===== src/rtl/i2s_simul_pkg.sv =====
package i2s_simul_pkg;

  // Strobes from the control unit to the datapath
  typedef struct packed {
    logic captureLeft;  // park the just-completed left word
    logic loadOut;      // load both output shifters
  } dpStrobe_t;

  localparam int NUM_CHAN = 2;

endpackage


===== src/rtl/i2s_simul_ctrl.sv =====
module i2s_simul_ctrl #(
  parameter int WORD_W     = 16,
  parameter int FRAME_BITS = 32
) (
  input  logic                     clk,
  input  logic                     rstN,
  input  logic                     wsIn,
  output i2s_simul_pkg::dpStrobe_t strobe,
  output logic                     latchOut,
  output logic                     frameErr
);
  localparam int HALF_BITS = FRAME_BITS / 2;
  localparam int CNT_W     = $clog2(FRAME_BITS + 1);
  localparam int OUT_W     = $clog2(WORD_W + 1);
  localparam logic [CNT_W-1:0] CNT_MAX  = '1;
  localparam logic [CNT_W-1:0] HALF_VAL = CNT_W'(HALF_BITS);
  localparam logic [OUT_W-1:0] LAST_BIT = OUT_W'(WORD_W);
  localparam logic [OUT_W-1:0] OUT_ONE  = OUT_W'(1);
  localparam logic [CNT_W-1:0] CNT_ONE  = CNT_W'(1);

  typedef enum logic [1:0] {PH_WAIT, PH_SHIFT, PH_LATCH} outPhase_t;

  logic             wsPrev;
  logic             seenToggle;
  logic             leftValid;
  logic [CNT_W-1:0] halfCnt;
  logic [OUT_W-1:0] outCnt;
  outPhase_t        phase;
  logic             wsEdge;
  logic             doCapture;
  logic             doLoad;

  assign wsEdge    = wsIn ^ wsPrev;
  assign doCapture = wsEdge && wsIn && seenToggle;
  assign doLoad    = wsEdge && !wsIn && leftValid;

  always_comb begin
    strobe             = '0;
    strobe.captureLeft = doCapture;
    strobe.loadOut     = doLoad;
  end

  // word-select tracking and frame-length monitor
  always_ff @(posedge clk) begin
    if (!rstN) begin
      wsPrev     <= 1'b0;
      seenToggle <= 1'b0;
      halfCnt    <= '0;
      frameErr   <= 1'b0;
    end else begin
      wsPrev   <= wsIn;
      frameErr <= wsEdge && seenToggle && (halfCnt != HALF_VAL);
      if (wsEdge) begin
        seenToggle <= 1'b1;
        halfCnt    <= CNT_ONE;
      end else if (halfCnt != CNT_MAX) begin
        halfCnt <= halfCnt + CNT_ONE;
      end
    end
  end

  // pairing state: a left word waits for its right partner
  always_ff @(posedge clk) begin
    if (!rstN) begin
      leftValid <= 1'b0;
    end else if (doCapture) begin
      leftValid <= 1'b1;
    end else if (doLoad) begin
      leftValid <= 1'b0;
    end
  end

  // output sequencing: shift phase, then one latch period
  always_ff @(posedge clk) begin
    if (!rstN) begin
      outCnt   <= '0;
      phase    <= PH_WAIT;
      latchOut <= 1'b0;
    end else if (doLoad) begin
      outCnt   <= OUT_ONE;
      phase    <= PH_SHIFT;
      latchOut <= 1'b0;
    end else begin
      case (phase)
        PH_SHIFT: begin
          if (outCnt == LAST_BIT) begin
            outCnt   <= '0;
            phase    <= PH_LATCH;
            latchOut <= 1'b1;
          end else begin
            outCnt   <= outCnt + OUT_ONE;
            latchOut <= 1'b0;
          end
        end
        PH_LATCH: begin
          phase    <= PH_WAIT;
          latchOut <= 1'b0;
        end
        default: begin
          phase    <= PH_WAIT;
          latchOut <= 1'b0;
        end
      endcase
    end
  end

endmodule


===== src/rtl/i2s_simul_datapath.sv =====
module i2s_simul_datapath #(
  parameter int WORD_W = 16
) (
  input  logic                     clk,
  input  logic                     rstN,
  input  logic                     sdIn,
  input  i2s_simul_pkg::dpStrobe_t strobe,
  output logic                     sdLeftOut,
  output logic                     sdRightOut
);
  localparam int NCH = i2s_simul_pkg::NUM_CHAN;

  logic [WORD_W-1:0] inShift;
  logic [WORD_W-1:0] newWord;
  logic [WORD_W-1:0] leftHold;
  logic [NCH-1:0]    chanBit;

  assign newWord = {inShift[WORD_W-2:0], sdIn};

  // input deserialiser: last WORD_W sampled bits
  always_ff @(posedge clk) begin
    if (!rstN) begin
      inShift <= '0;
    end else begin
      inShift <= newWord;
    end
  end

  // left-word holding register
  always_ff @(posedge clk) begin
    if (!rstN) begin
      leftHold <= '0;
    end else if (strobe.captureLeft) begin
      leftHold <= newWord;
    end
  end

  // one output shifter per channel, zero-filled so the line idles low
  for (genvar ch = 0; ch < NCH; ch++) begin : g_chan
    logic [WORD_W-1:0] shReg;
    logic [WORD_W-1:0] loadVal;
    assign loadVal = (ch == 0) ? leftHold : newWord;
    always_ff @(posedge clk) begin
      if (!rstN) begin
        shReg <= '0;
      end else if (strobe.loadOut) begin
        shReg <= loadVal;
      end else begin
        shReg <= {shReg[WORD_W-2:0], 1'b0};
      end
    end
    assign chanBit[ch] = shReg[WORD_W-1];
  end

  assign sdLeftOut  = chanBit[0];
  assign sdRightOut = chanBit[1];

endmodule


===== src/rtl/i2s_simul_conv.sv =====
module i2s_simul_conv #(
  parameter int WORD_W     = 16,
  parameter int FRAME_BITS = 32
) (
  input  logic clk,
  input  logic rstN,
  input  logic wsIn,
  input  logic sdIn,
  output logic outClk,
  output logic sdLeft,
  output logic sdRight,
  output logic latchOut,
  output logic frameErr
);
  i2s_simul_pkg::dpStrobe_t strobe;

  assign outClk = clk;

  i2s_simul_ctrl #(.WORD_W(WORD_W), .FRAME_BITS(FRAME_BITS)) u_ctrl (
    .clk      (clk),
    .rstN     (rstN),
    .wsIn     (wsIn),
    .strobe   (strobe),
    .latchOut (latchOut),
    .frameErr (frameErr)
  );

  i2s_simul_datapath #(.WORD_W(WORD_W)) u_dp (
    .clk        (clk),
    .rstN       (rstN),
    .sdIn       (sdIn),
    .strobe     (strobe),
    .sdLeftOut  (sdLeft),
    .sdRightOut (sdRight)
  );

endmodule


===== config.mk =====
export PLATFORM = sky130hd
export DESIGN_NAME = i2s_simul_conv
export DESIGN_NICKNAME = d
export VERILOG_FILES = /design/src/rtl/i2s_simul_pkg.sv /design/src/rtl/i2s_simul_ctrl.sv /design/src/rtl/i2s_simul_datapath.sv /design/src/rtl/i2s_simul_conv.sv
export SDC_FILE = /design/constraint.sdc
export NUM_CORES = 1
export LEC_CHECK = 0
export BUFFER_PORTS_ARGS = -buffer_cell sky130_fd_sc_hd__buf_2
export CORE_ASPECT_RATIO = 1.5
export CORE_MARGIN = 2
export CORE_UTILIZATION = 40
export CTS_CLUSTER_DIAMETER = 50
export CTS_CLUSTER_SIZE = 25
export DETAILED_ROUTE_END_ITERATION = 8
export PLACE_DENSITY_LB_ADDON = 0.08
export SLEW_MARGIN = 5
export SYNTH_ARGS = -nofsm -noshare
export SYNTH_HDL_FRONTEND = slang
export SYNTH_HIERARCHICAL = 1
export SYNTH_SLANG_ARGS = --single-unit

===== constraint.sdc =====
create_clock -name clk -period 4.3 [get_ports clk]
set_clock_uncertainty 0.2 [all_clocks]
set_input_delay 0.215 -clock clk [delete_from_list [all_inputs] [get_ports clk]]
set_output_delay 0.215 -clock clk [all_outputs]
set_load 0.1 [all_outputs]

==> results.sh, run 1 <==
export IMPL_register_area_mm2=0.001622
export IMPL_place_congestion=0.6333
export IMPL_met3WireLength_um=151
export IMPL_setup_viol=0
export IMPL_worstSetupPathType="clock port to primary output"
export IMPL_vias_per_cell=4.584
export IMPL_post_route_util_pct=45.86
export IMPL_ys_types=37
export IMPL_cp_required_ns=3.88
export IMPL_area_growth_pct=11.56
export IMPL_hpwlAfterDp_um=3084
export IMPL_layout_filler_cells=774
export IMPL_final_cells=397
export IMPL_slew_violations=0
export IMPL_grt_pass1_wl_um=8811
export IMPL_overflow=0
export IMPL_synth_area_leaders="dfxtp_1 (52%), mux2i_1 (15%), nor2b_1 (9.0%)"
export IMPL_rows=39
export IMPL_slew_headroom_pct=38.99
export IMPL_yosys_area_top_type="dfxtp_1"
export IMPL_drive_gt1_share_pct=10.85
export IMPL_wl_per_cell_um=12.62
export IMPL_design_power_total_mw=1.697
export IMPL_insertion_delay_ns=0.44
export IMPL_synth_seq_cells=81
export IMPL_syn_nets=292
export IMPL_start_util_pct=41.11
export IMPL_tns_ns=0
export IMPL_layout_common_cells="dfxtp_1 (81), mux2i_1 (47), nor2b_1 (45), and2_1 (17), clkbuf_16 (12)"
export IMPL_placedCellCount=376
export IMPL_synthCells=282
export IMPL_hold_viol_final=0
export IMPL_yosysWarnings=6
export IMPL_cp_end_kind="primary output"
export IMPL_drt_iter0_markers=100
export IMPL_drt_met1_wl_um=2309
export IMPL_p_leak_nw=1.242
export IMPL_grt_max_degree=69
export IMPL_grt_pass1_vias=1884
export IMPL_fp_coreArea_mm2=0.007612
export IMPL_grt_usage_pct=13.32
export IMPL_die_width_um=76.22
export IMPL_yosysTopAreaCellShare_pct=51.82
export IMPL_final_common_cell="dfxtp_1"
export IMPL_cp_arrival_ns=2.68
export IMPL_cap_violations=0
export IMPL_diodes=0
export IMPL_vias=1820
export IMPL_final_area_mm2=0.003491
export IMPL_yosysSeqAreaShare_pct=51.82
export IMPL_min_path_type="register to register"
export IMPL_dieHeight_um=112.3
export IMPL_ant_nets=0
export IMPL_powerDensity_mw_per_mm2=486.0
export IMPL_tritoncts="built"
export IMPL_syn_area_mm2=0.003129
export IMPL_status="finished clean"
export IMPL_placement_io_buffers=8
export IMPL_grt_antenna_before_repair=0
export IMPL_multi_input_area_mm2=0.001297
export IMPL_syn_avg_cell_area_um2=11.10
export IMPL_max_vdd_ir_drop_uv=357.0
export IMPL_start_kind="clock port"
export IMPL_post_route_drc_count=0
export IMPL_num_nets_final=300
export IMPL_worstPathMaxFanout=2
export IMPL_place_area_mm2=0.003139
export IMPL_rsz0062_at_grt="false"
export IMPL_met2_length_um=2434
export IMPL_boundaryPins=9
export IMPL_routed_top_layer="met4"
export IMPL_drt_first_pass_iters=4
export IMPL_worst_pin_slew_ns=0.9152
export IMPL_die_area_mm2=0.008561
export IMPL_routed_wl_um=5009
export IMPL_clkTransAtPathRegs_ns=0.06
==> critical path: stages <==
cell,delay (ns)
clkbuf_16,0.12
clkbuf_16,0.13
buf_2,0.28
==> worst paths after layout <==
kind | start | to | slack (ns) | cells after the start
worst min register to register | u_ctrl/seenToggle$_SDFFE_PN0N_ | u_ctrl/frameErr$_SDFF_PN0_ | 0.28 | 2
worst max-delay path | clk | outClk | 1.21 | 3
worst max register to register | u_ctrl/wsPrev$_SDFF_PN0_ | u_dp/g_chan[1].shReg[3]$_SDFF_PN0_ | 2.00 | 6
worst min-delay path | u_ctrl/seenToggle$_SDFFE_PN0N_ | u_ctrl/frameErr$_SDFF_PN0_ | 0.28 | 2
==> state kept, by name, summed over array words and instances (netlist names), 2 cells and up <==
register             flops
u_ctrl/halfCnt           6
u_ctrl/phase             2
u_ctrl/outCnt            5
u_dp/inShift            15
u_dp/g_chan.loadVal     16
u_dp/g_chan.shReg       32
==> final cells by class <==
type,count,share of cell area [%]
tap,102,3.656
timing repair buffer,11,2.007
clock inverter,4,0.5735
clock buffer,16,9.068
inverter,10,1.075
multi-input combinational,173,37.17
sequential,81,46.45
==> cells by family after synthesis <==
group / Yosys count / synth area share [%]
compound gates: 18 / 3.838
xor+xnor: 2 / 0.5599
fa+ha+maj: 6 / 2.399
buf+inv: 28 / 6.718
flops: 81 / 51.82
mux: 47 / 15.03
simple gates: 100 / 19.63
==> per-layer routing <==
layer / track usage [%] / vias up
met3: 4.904 / 10
met4: 8.000 / 0
li1: - / 947
met5: 0 / -
met1: 15.20 / 843
met2: 21.24 / 20
==> report_power, final <==
part	switching (mW)	leakage [nW]	internal, mW
clock	0.370	0.171	0.512
sequential	0.00489	0.654	0.758
combinational	0.0306	0.417	0.0217
total	0.405	1.24	1.29
==> synthesized netlist by cell type <==
master	count
and4_1	1
a211oi_1	1
a21oi_1	7
or3_1	1
nand2b_1	1
nand3_1	3
nand4bb_2	1
buf_2	2
and3_1	4
a31oi_1	2
o211ai_2	1
a21oi_2	1
nand2_1	9
o21ai_0	4
buf_6	3
clkbuf_4	1
clkbuf_1	5
nor2_1	6
mux2i_1	47
nor2b_1	45
nand2b_4	1
and2_1	17
buf_12	4
a311oi_1	1
nand3b_1	2
dfxtp_1	81
buf_4	3
xor2_1	1
xnor2_1	1
nor3_1	4
and2b_1	2
or3_4	1
nor4bb_1	1
ha_1	6
inv_1	10
nor3b_1	1
a2111oi_2	1
==> stage by stage <==
step                      setup slack [ns]  hold WS [ns]
after floorplan                      1.523        0.1367
after global placement               1.465        0.2625
after detailed placement             1.465        0.2730
after CTS                            1.201        0.2855
after global routing                 1.199        0.3031
final                                1.207        0.2824
==> what timing repair did <==
action	4_1_cts	5_1_grt
hold buffers	2	0
buffers inserted	0	0
resized for setup	0	0
hold endpoints to repair	4	0
Note: power is estimated with default switching activity, not from simulation.
==> run 2, diff against run 1 <==
--- a/config.mk
+++ b/config.mk
@@ -5,6 +5,7 @@
 export SDC_FILE = /design/constraint.sdc
 export NUM_CORES = 1
 export LEC_CHECK = 0
+export ABC_AREA = 1
 export BUFFER_PORTS_ARGS = -buffer_cell sky130_fd_sc_hd__buf_2
 export CORE_ASPECT_RATIO = 1.5
 export CORE_MARGIN = 2
==> constraint.sdc (replaced) <==
create_clock -name clk -period 3.2 [get_ports clk]
set_clock_uncertainty 0.2 [all_clocks]
set_input_delay 0.16 -clock clk [delete_from_list [all_inputs] [get_ports clk]]
set_output_delay 0.16 -clock clk [all_outputs]
set_load 0.1 [all_outputs]
==> results.sh, run 2 <==
export IMPL_status="finished clean"
export IMPL_yosysSeqAreaShare_pct=50.15
export IMPL_yosysTopAreaCellShare_pct=50.15
export IMPL_drt_first_pass_iters=4
export IMPL_switching_share_pct=24.06
export IMPL_max_vdd_ir_drop_uv=388.4
export IMPL_setup_ws_ns=0.7146
export IMPL_boundaryPins=9
export IMPL_place_congestion=0.7568
export IMPL_start_kind="clock port"
export IMPL_syn_area_mm2=0.003233
export IMPL_synth_commonest_cells="nand2_1 (123), nor2_1 (103), dfxtp_1 (81)"
export IMPL_min_path_type="register to register"
export IMPL_p_leak_nw=1.622
export IMPL_grt_pass1_wl_um=9770
export IMPL_fp_coreArea_mm2=0.007908
export IMPL_slew_violations=0
export IMPL_vias=2410
export IMPL_yosys_area_top_type="dfxtp_1"
export IMPL_regMostFlops="u_dp/g_chan.shReg"
export IMPL_synth_area_leaders="dfxtp_1 (50%), nand2_1 (14%), nor2_1 (12%)"
export IMPL_grt_pass1_vias=2411
export IMPL_routed_wl_um=5368
export IMPL_area_growth_pct=11.84
export IMPL_grtUsageMet2_pct=23.65
export IMPL_worst_path_max_delay_cell="buf_2"
export IMPL_overflow=0
export IMPL_grt_busiest_layer="met2"
export IMPL_start_util_pct=40.89
export IMPL_grt_max_degree=37
export IMPL_pre_cts_ws_ns=0.9701
export IMPL_synthCells=445
export IMPL_rsz0062_at_grt="false"
export IMPL_powerDensity_mw_per_mm2=656.1
export IMPL_hpwlAfterDp_um=3446
export IMPL_num_nets_final=464
export IMPL_grt_antenna_before_repair=0
export IMPL_synth_edf_count=0
export IMPL_wl_per_cell_um=9.552
export IMPL_die_width_um=77.41
export IMPL_drt_iter0_markers=100
export IMPL_design_power_total_mw=2.372
export IMPL_pwr_share_clk_pct=51.1
export IMPL_tns_ns=0
export IMPL_power_frac_comb_pct=4.8
export IMPL_worst_pin_slew_ns=0.5232
export IMPL_cp_required_ns=2.84
export IMPL_critPathMaxStageDelay_ns=0.28
export IMPL_syn_nets=455
export IMPL_final_cells=562
export IMPL_crit_path_frequent_cell="clkbuf_16"
export IMPL_grt_use_met3_pct=4.416
export IMPL_ys_flop_type="dfxtp_1"
export IMPL_async_flop_share_pct=0
export IMPL_vias_per_cell=4.288
export IMPL_tritoncts="built"
export IMPL_synth_most_common_cell="nand2_1"
export IMPL_yosysWarnings=6
export IMPL_met1_usage_pct=15.37
export IMPL_placement_io_buffers=8
export IMPL_hold_viol_final=0
export IMPL_layout_common_cells="nand2_1 (123), nor2_1 (103), dfxtp_1 (81), inv_1 (68), clkbuf_16 (12)"
export IMPL_ys_types=21
export IMPL_p_int_mw=1.802
export IMPL_slew_headroom_pct=65.12
export IMPL_synth_seq_cells=81
export IMPL_switching_power_mw=0.5708
export IMPL_seqPwrFrac_pct=44.1
export IMPL_ant_nets=0
export IMPL_final_common_cell="nand2_1"
export IMPL_setup_viol=0
export IMPL_diodes=0
export IMPL_insertion_delay_ns=0.44
export IMPL_dieHeight_um=114.1
export IMPL_cp_end_kind="primary output"
export IMPL_worst_hold_slack_ns=0.2209
export IMPL_ctsResizeCount=0
export IMPL_worstSetupPathType="clock port to primary output"
export IMPL_post_route_drc_count=0
export IMPL_largest_reg_flops=32
export IMPL_cap_violations=0
export IMPL_syn_avg_cell_area_um2=7.265
export IMPL_drive_gt1_share_pct=8.315
export IMPL_rows=40
export IMPL_placedCellCount=542
export IMPL_clkTransAtPathRegs_ns=0.05
export IMPL_worstPathCellList="clkbuf_16, clkbuf_16, buf_2"
export IMPL_cp_arrival_ns=2.13
export IMPL_die_area_mm2=0.008833
export IMPL_worstPathMaxFanout=2
export IMPL_grt_usage_pct=14.01
run 2: changes by cell type after synthesis, sizes merged, moves of 17 or more:
cell	change
and2	-17
inv	+60
mux2i	-47
nand2	+117
nor2	+102
nor2b	-45
run 2: through the flow:
step                area, um2  util [%]
floorplan                3233         -
global placement         3247     41.06
detailed placement       3247     41.06
CTS                      3616     45.73
global route             3616     45.73
finish                   3616     45.73
run 2: worst paths after layout:
kind              slack [ns]  cells after the start                        start                            endpoint
setup reg to reg        1.54                      7     u_ctrl/wsPrev$_SDFF_PN0_  u_dp/g_chan[0].shReg[9]$_SDFF_PN0_
hold / removal          0.22                      2  u_dp/inShift[11]$_SDFF_PN0_         u_dp/inShift[12]$_SDFF_PN0_
setup / recovery        0.71                      3                          clk                              outClk
hold reg to reg         0.22                      2  u_dp/inShift[11]$_SDFF_PN0_         u_dp/inShift[12]$_SDFF_PN0_
run 2: critical path, delay by kind of cell:
kind | cells | cell delay [ns]
buffers and inverters | 3 | 0.52
run 2: cell type report:
type / instances / area [um2]
timing repair buffer: 14 / 95.09
tap: 105 / 131.4
inverter: 71 / 267.8
clock buffer: 18 / 344.1
multi-input combinational: 273 / 1156
sequential: 81 / 1622
fill: 863 / 4292
run 2: cell families (layout without fill, tap and decap cells):
| family | after synthesis | in the layout | synth area share (%) |
|---|---|---|---|
| compound gates | 16 | 16 | 2.593 |
| flops | 81 | 81 | 50.15 |
| simple gates | 250 | 250 | 30.57 |
| xor+xnor | 1 | 1 | 0.2709 |
| buf+inv | 91 | 103 | 14.09 |
| fa+ha+maj | 6 | 6 | 2.322 |
run 2: repair_timing:
item,in CTS,in global routing
hold buffers,3,0
setup buffers,0,0
endpoints found under the hold margin,6,0
run 2: routing by layer:
| metal | vias up | share of wire, % |
|---|---|---|
| met1 | 1071 | 48 |
| met3 | 9 | 2.4 |
| met4 | 0 | 2.4 |
| met5 | - | 0 |
| li1 | 1312 | - |
| met2 | 18 | 47 |
run 2: power by group through the flow:
stage                     Sequential, mW  Clock [mW]  Combinational, mW
final                               1.05        1.21              0.113
after global routing                1.05        1.29              0.135
after CTS                           1.05        1.25              0.115
after detailed placement            1.07       0.110              0.112
after global placement              1.07       0.110              0.111
after floorplan                     1.07       0.118             0.0948
==> run 3, diff against run 2 <==
--- a/config.mk
+++ b/config.mk
@@ -5,7 +5,7 @@
 export SDC_FILE = /design/constraint.sdc
 export NUM_CORES = 1
 export LEC_CHECK = 0
-export ABC_AREA = 1
+export ABC_AREA = 0
 export BUFFER_PORTS_ARGS = -buffer_cell sky130_fd_sc_hd__buf_2
 export CORE_ASPECT_RATIO = 1.5
 export CORE_MARGIN = 2
==> constraint.sdc (replaced) <==
create_clock -name clk -period 2.5 [get_ports clk]
set_clock_uncertainty 0.2 [all_clocks]
set_input_delay 0.125 -clock clk [delete_from_list [all_inputs] [get_ports clk]]
set_output_delay 0.125 -clock clk [all_outputs]
set_load 0.1 [all_outputs]
==> results.sh, run 3 (synthesis gave the netlist of run 1 again) <==
export IMPL_ant_nets=0
export IMPL_slew_headroom_pct=57.94
export IMPL_rr_startpoint="u_ctrl/wsPrev$_SDFF_PN0_"
export IMPL_slew_violations=0
export IMPL_setup_viol=0
export IMPL_drt_iter0_markers=50
export IMPL_status="finished clean"
export IMPL_worst_path_max_delay_cell="buf_2"
export IMPL_post_route_drc_count=0
export IMPL_diodes=0
export IMPL_worstPathMaxFanout=2
export IMPL_powerDensity_mw_per_mm2=864.6
export IMPL_max_vdd_ir_drop_uv=516.5
export IMPL_die_width_um=76.22
export IMPL_tritoncts="built"
export IMPL_pre_cts_ws_ns=0.6551
export IMPL_regMostFlops="u_dp/g_chan.shReg"
export IMPL_crit_cells=3
export IMPL_tns_ns=0
export IMPL_grt_antenna_before_repair=0
export IMPL_reg2reg_to="u_dp/g_chan[1].shReg[13]$_SDFF_PN0_"
export IMPL_worstSetupPathType="clock port to primary output"
export IMPL_start_kind="clock port"
export IMPL_design_power_total_mw=3.066
export IMPL_crit_path_frequent_cell="clkbuf_16"
export IMPL_fp_coreArea_mm2=0.007612
export IMPL_final_cells=398
export IMPL_boundaryPins=9
export IMPL_worst_pin_slew_ns=0.6310
export IMPL_routed_top_layer="met4"
export IMPL_cp_end_kind="primary output"
export IMPL_hpwlAfterDp_um=3104
export IMPL_p_leak_nw=1.271
export IMPL_wl_per_cell_um=12.31
export IMPL_drt_met1_wl_um=2220
export IMPL_drt_first_pass_iters=4
export IMPL_rows=39
export IMPL_critPathMaxStageDelay_ns=0.28
export IMPL_num_nets_final=302
export IMPL_crit_family="buffers and inverters"
export IMPL_vias=1840
export IMPL_reg2reg_depth=6
export IMPL_min_delay_start="rstN"
export IMPL_cp_arrival_ns=1.78
export IMPL_drive_gt1_share_pct=11.82
export IMPL_placement_io_buffers=8
export IMPL_die_area_mm2=0.008561
export IMPL_insertion_delay_ns=0.43
export IMPL_ctsResizeCount=0
export IMPL_place_congestion=0.6663
export IMPL_grt_pass1_wl_um=8666
export IMPL_dieHeight_um=112.3
export IMPL_crit_start="clk"
export IMPL_cap_violations=0
export IMPL_final_common_cell="dfxtp_1"
export IMPL_cp_required_ns=2.17
export IMPL_r2r_slack_ns=0.73
export IMPL_met3WireLength_um=119
export IMPL_cp_endpoint="outClk"
export IMPL_post_route_util_pct=46.58
export IMPL_worstPathCellList="clkbuf_16, clkbuf_16, buf_2"
export IMPL_layout_common_cells="dfxtp_1 (81), mux2i_1 (47), nor2b_1 (45), and2_1 (17), clkbuf_16 (12)"
export IMPL_met2_length_um=2480
export IMPL_start_util_pct=41.11
export IMPL_vias_per_cell=4.623
export IMPL_hold_buffers=2
export IMPL_area_growth_pct=13.31
export IMPL_largest_reg_flops=32
export IMPL_rsz0062_at_grt="false"
export IMPL_cts_setup_buffers=0
export IMPL_routed_wl_um=4898
export IMPL_path_buf_inv=3
export IMPL_grt_usage_pct=13.08
export IMPL_overflow=0
export IMPL_grt_max_degree=45
export IMPL_min_path_type="primary input to register"
export IMPL_clkTransAtPathRegs_ns=0.05
export IMPL_grt_pass1_vias=1910
export IMPL_placedCellCount=378
export IMPL_setup_ws_ns=0.3999
export IMPL_hold_viol_final=0
## run 3: routing by layer
layer	vias to the layer above	GRT usage, %
li1	954	-
met1	866	14.34
met2	15	21.53
met3	5	4.421
met4	0	8.485
met5	-	0
## run 3: through the flow
step / area (um2) / hold WS [ns]
after floorplan: 3129 / 0.04671
after global placement: 3154 / 0.1623
after detailed placement: 3154 / 0.1721
after CTS: 3546 / 0.08382
after global routing: 3546 / 0.1063
final: 3546 / 0.07424
## run 3: worst min-delay path by stage
stage | to | cells past startpoint | slack, ns
after floorplan | u_dp/inShift[0]$_SDFF_PN0_ | 1 | 0.05
after global placement | u_dp/inShift[0]$_SDFF_PN0_ | 2 | 0.16
after detailed placement | u_dp/inShift[0]$_SDFF_PN0_ | 2 | 0.17
after CTS | u_ctrl/halfCnt[0]$_SDFFE_PN0P_ | 3 | 0.08
after global routing | u_dp/g_chan[0].loadVal[8]$_SDFFE_PN0P_ | 2 | 0.11
final | u_ctrl/halfCnt[0]$_SDFFE_PN0P_ | 3 | 0.07
## run 3: cell type report
type                    instances  area, um2
repair buffers                 13      85.08
well taps                     102      127.6
multi-input cells             173       1297
flip-flops and latches         81       1622
clock inverters                 3      40.04
clock buffers                  16      336.6
inverters                      10      37.54
fillers                       743       4066
## run 3: worst reg2reg max path, stage by stage (launching register included)
cell and delay (ns):
dfxtp_1 0.33, ha_1 0.17, nand2_1 0.14, inv_1 0.11, buf_4 0.36, mux2i_1 0.29, nor2b_1 0.06
## run 3: power by group
group | leakage, nW | total [mW] | switching (mW) | internal [mW]
sequential | 0.654 | 1.31 | 0.00870 | 1.30
combinational | 0.427 | 0.0910 | 0.0530 | 0.0380
clock | 0.189 | 1.66 | 0.629 | 1.03
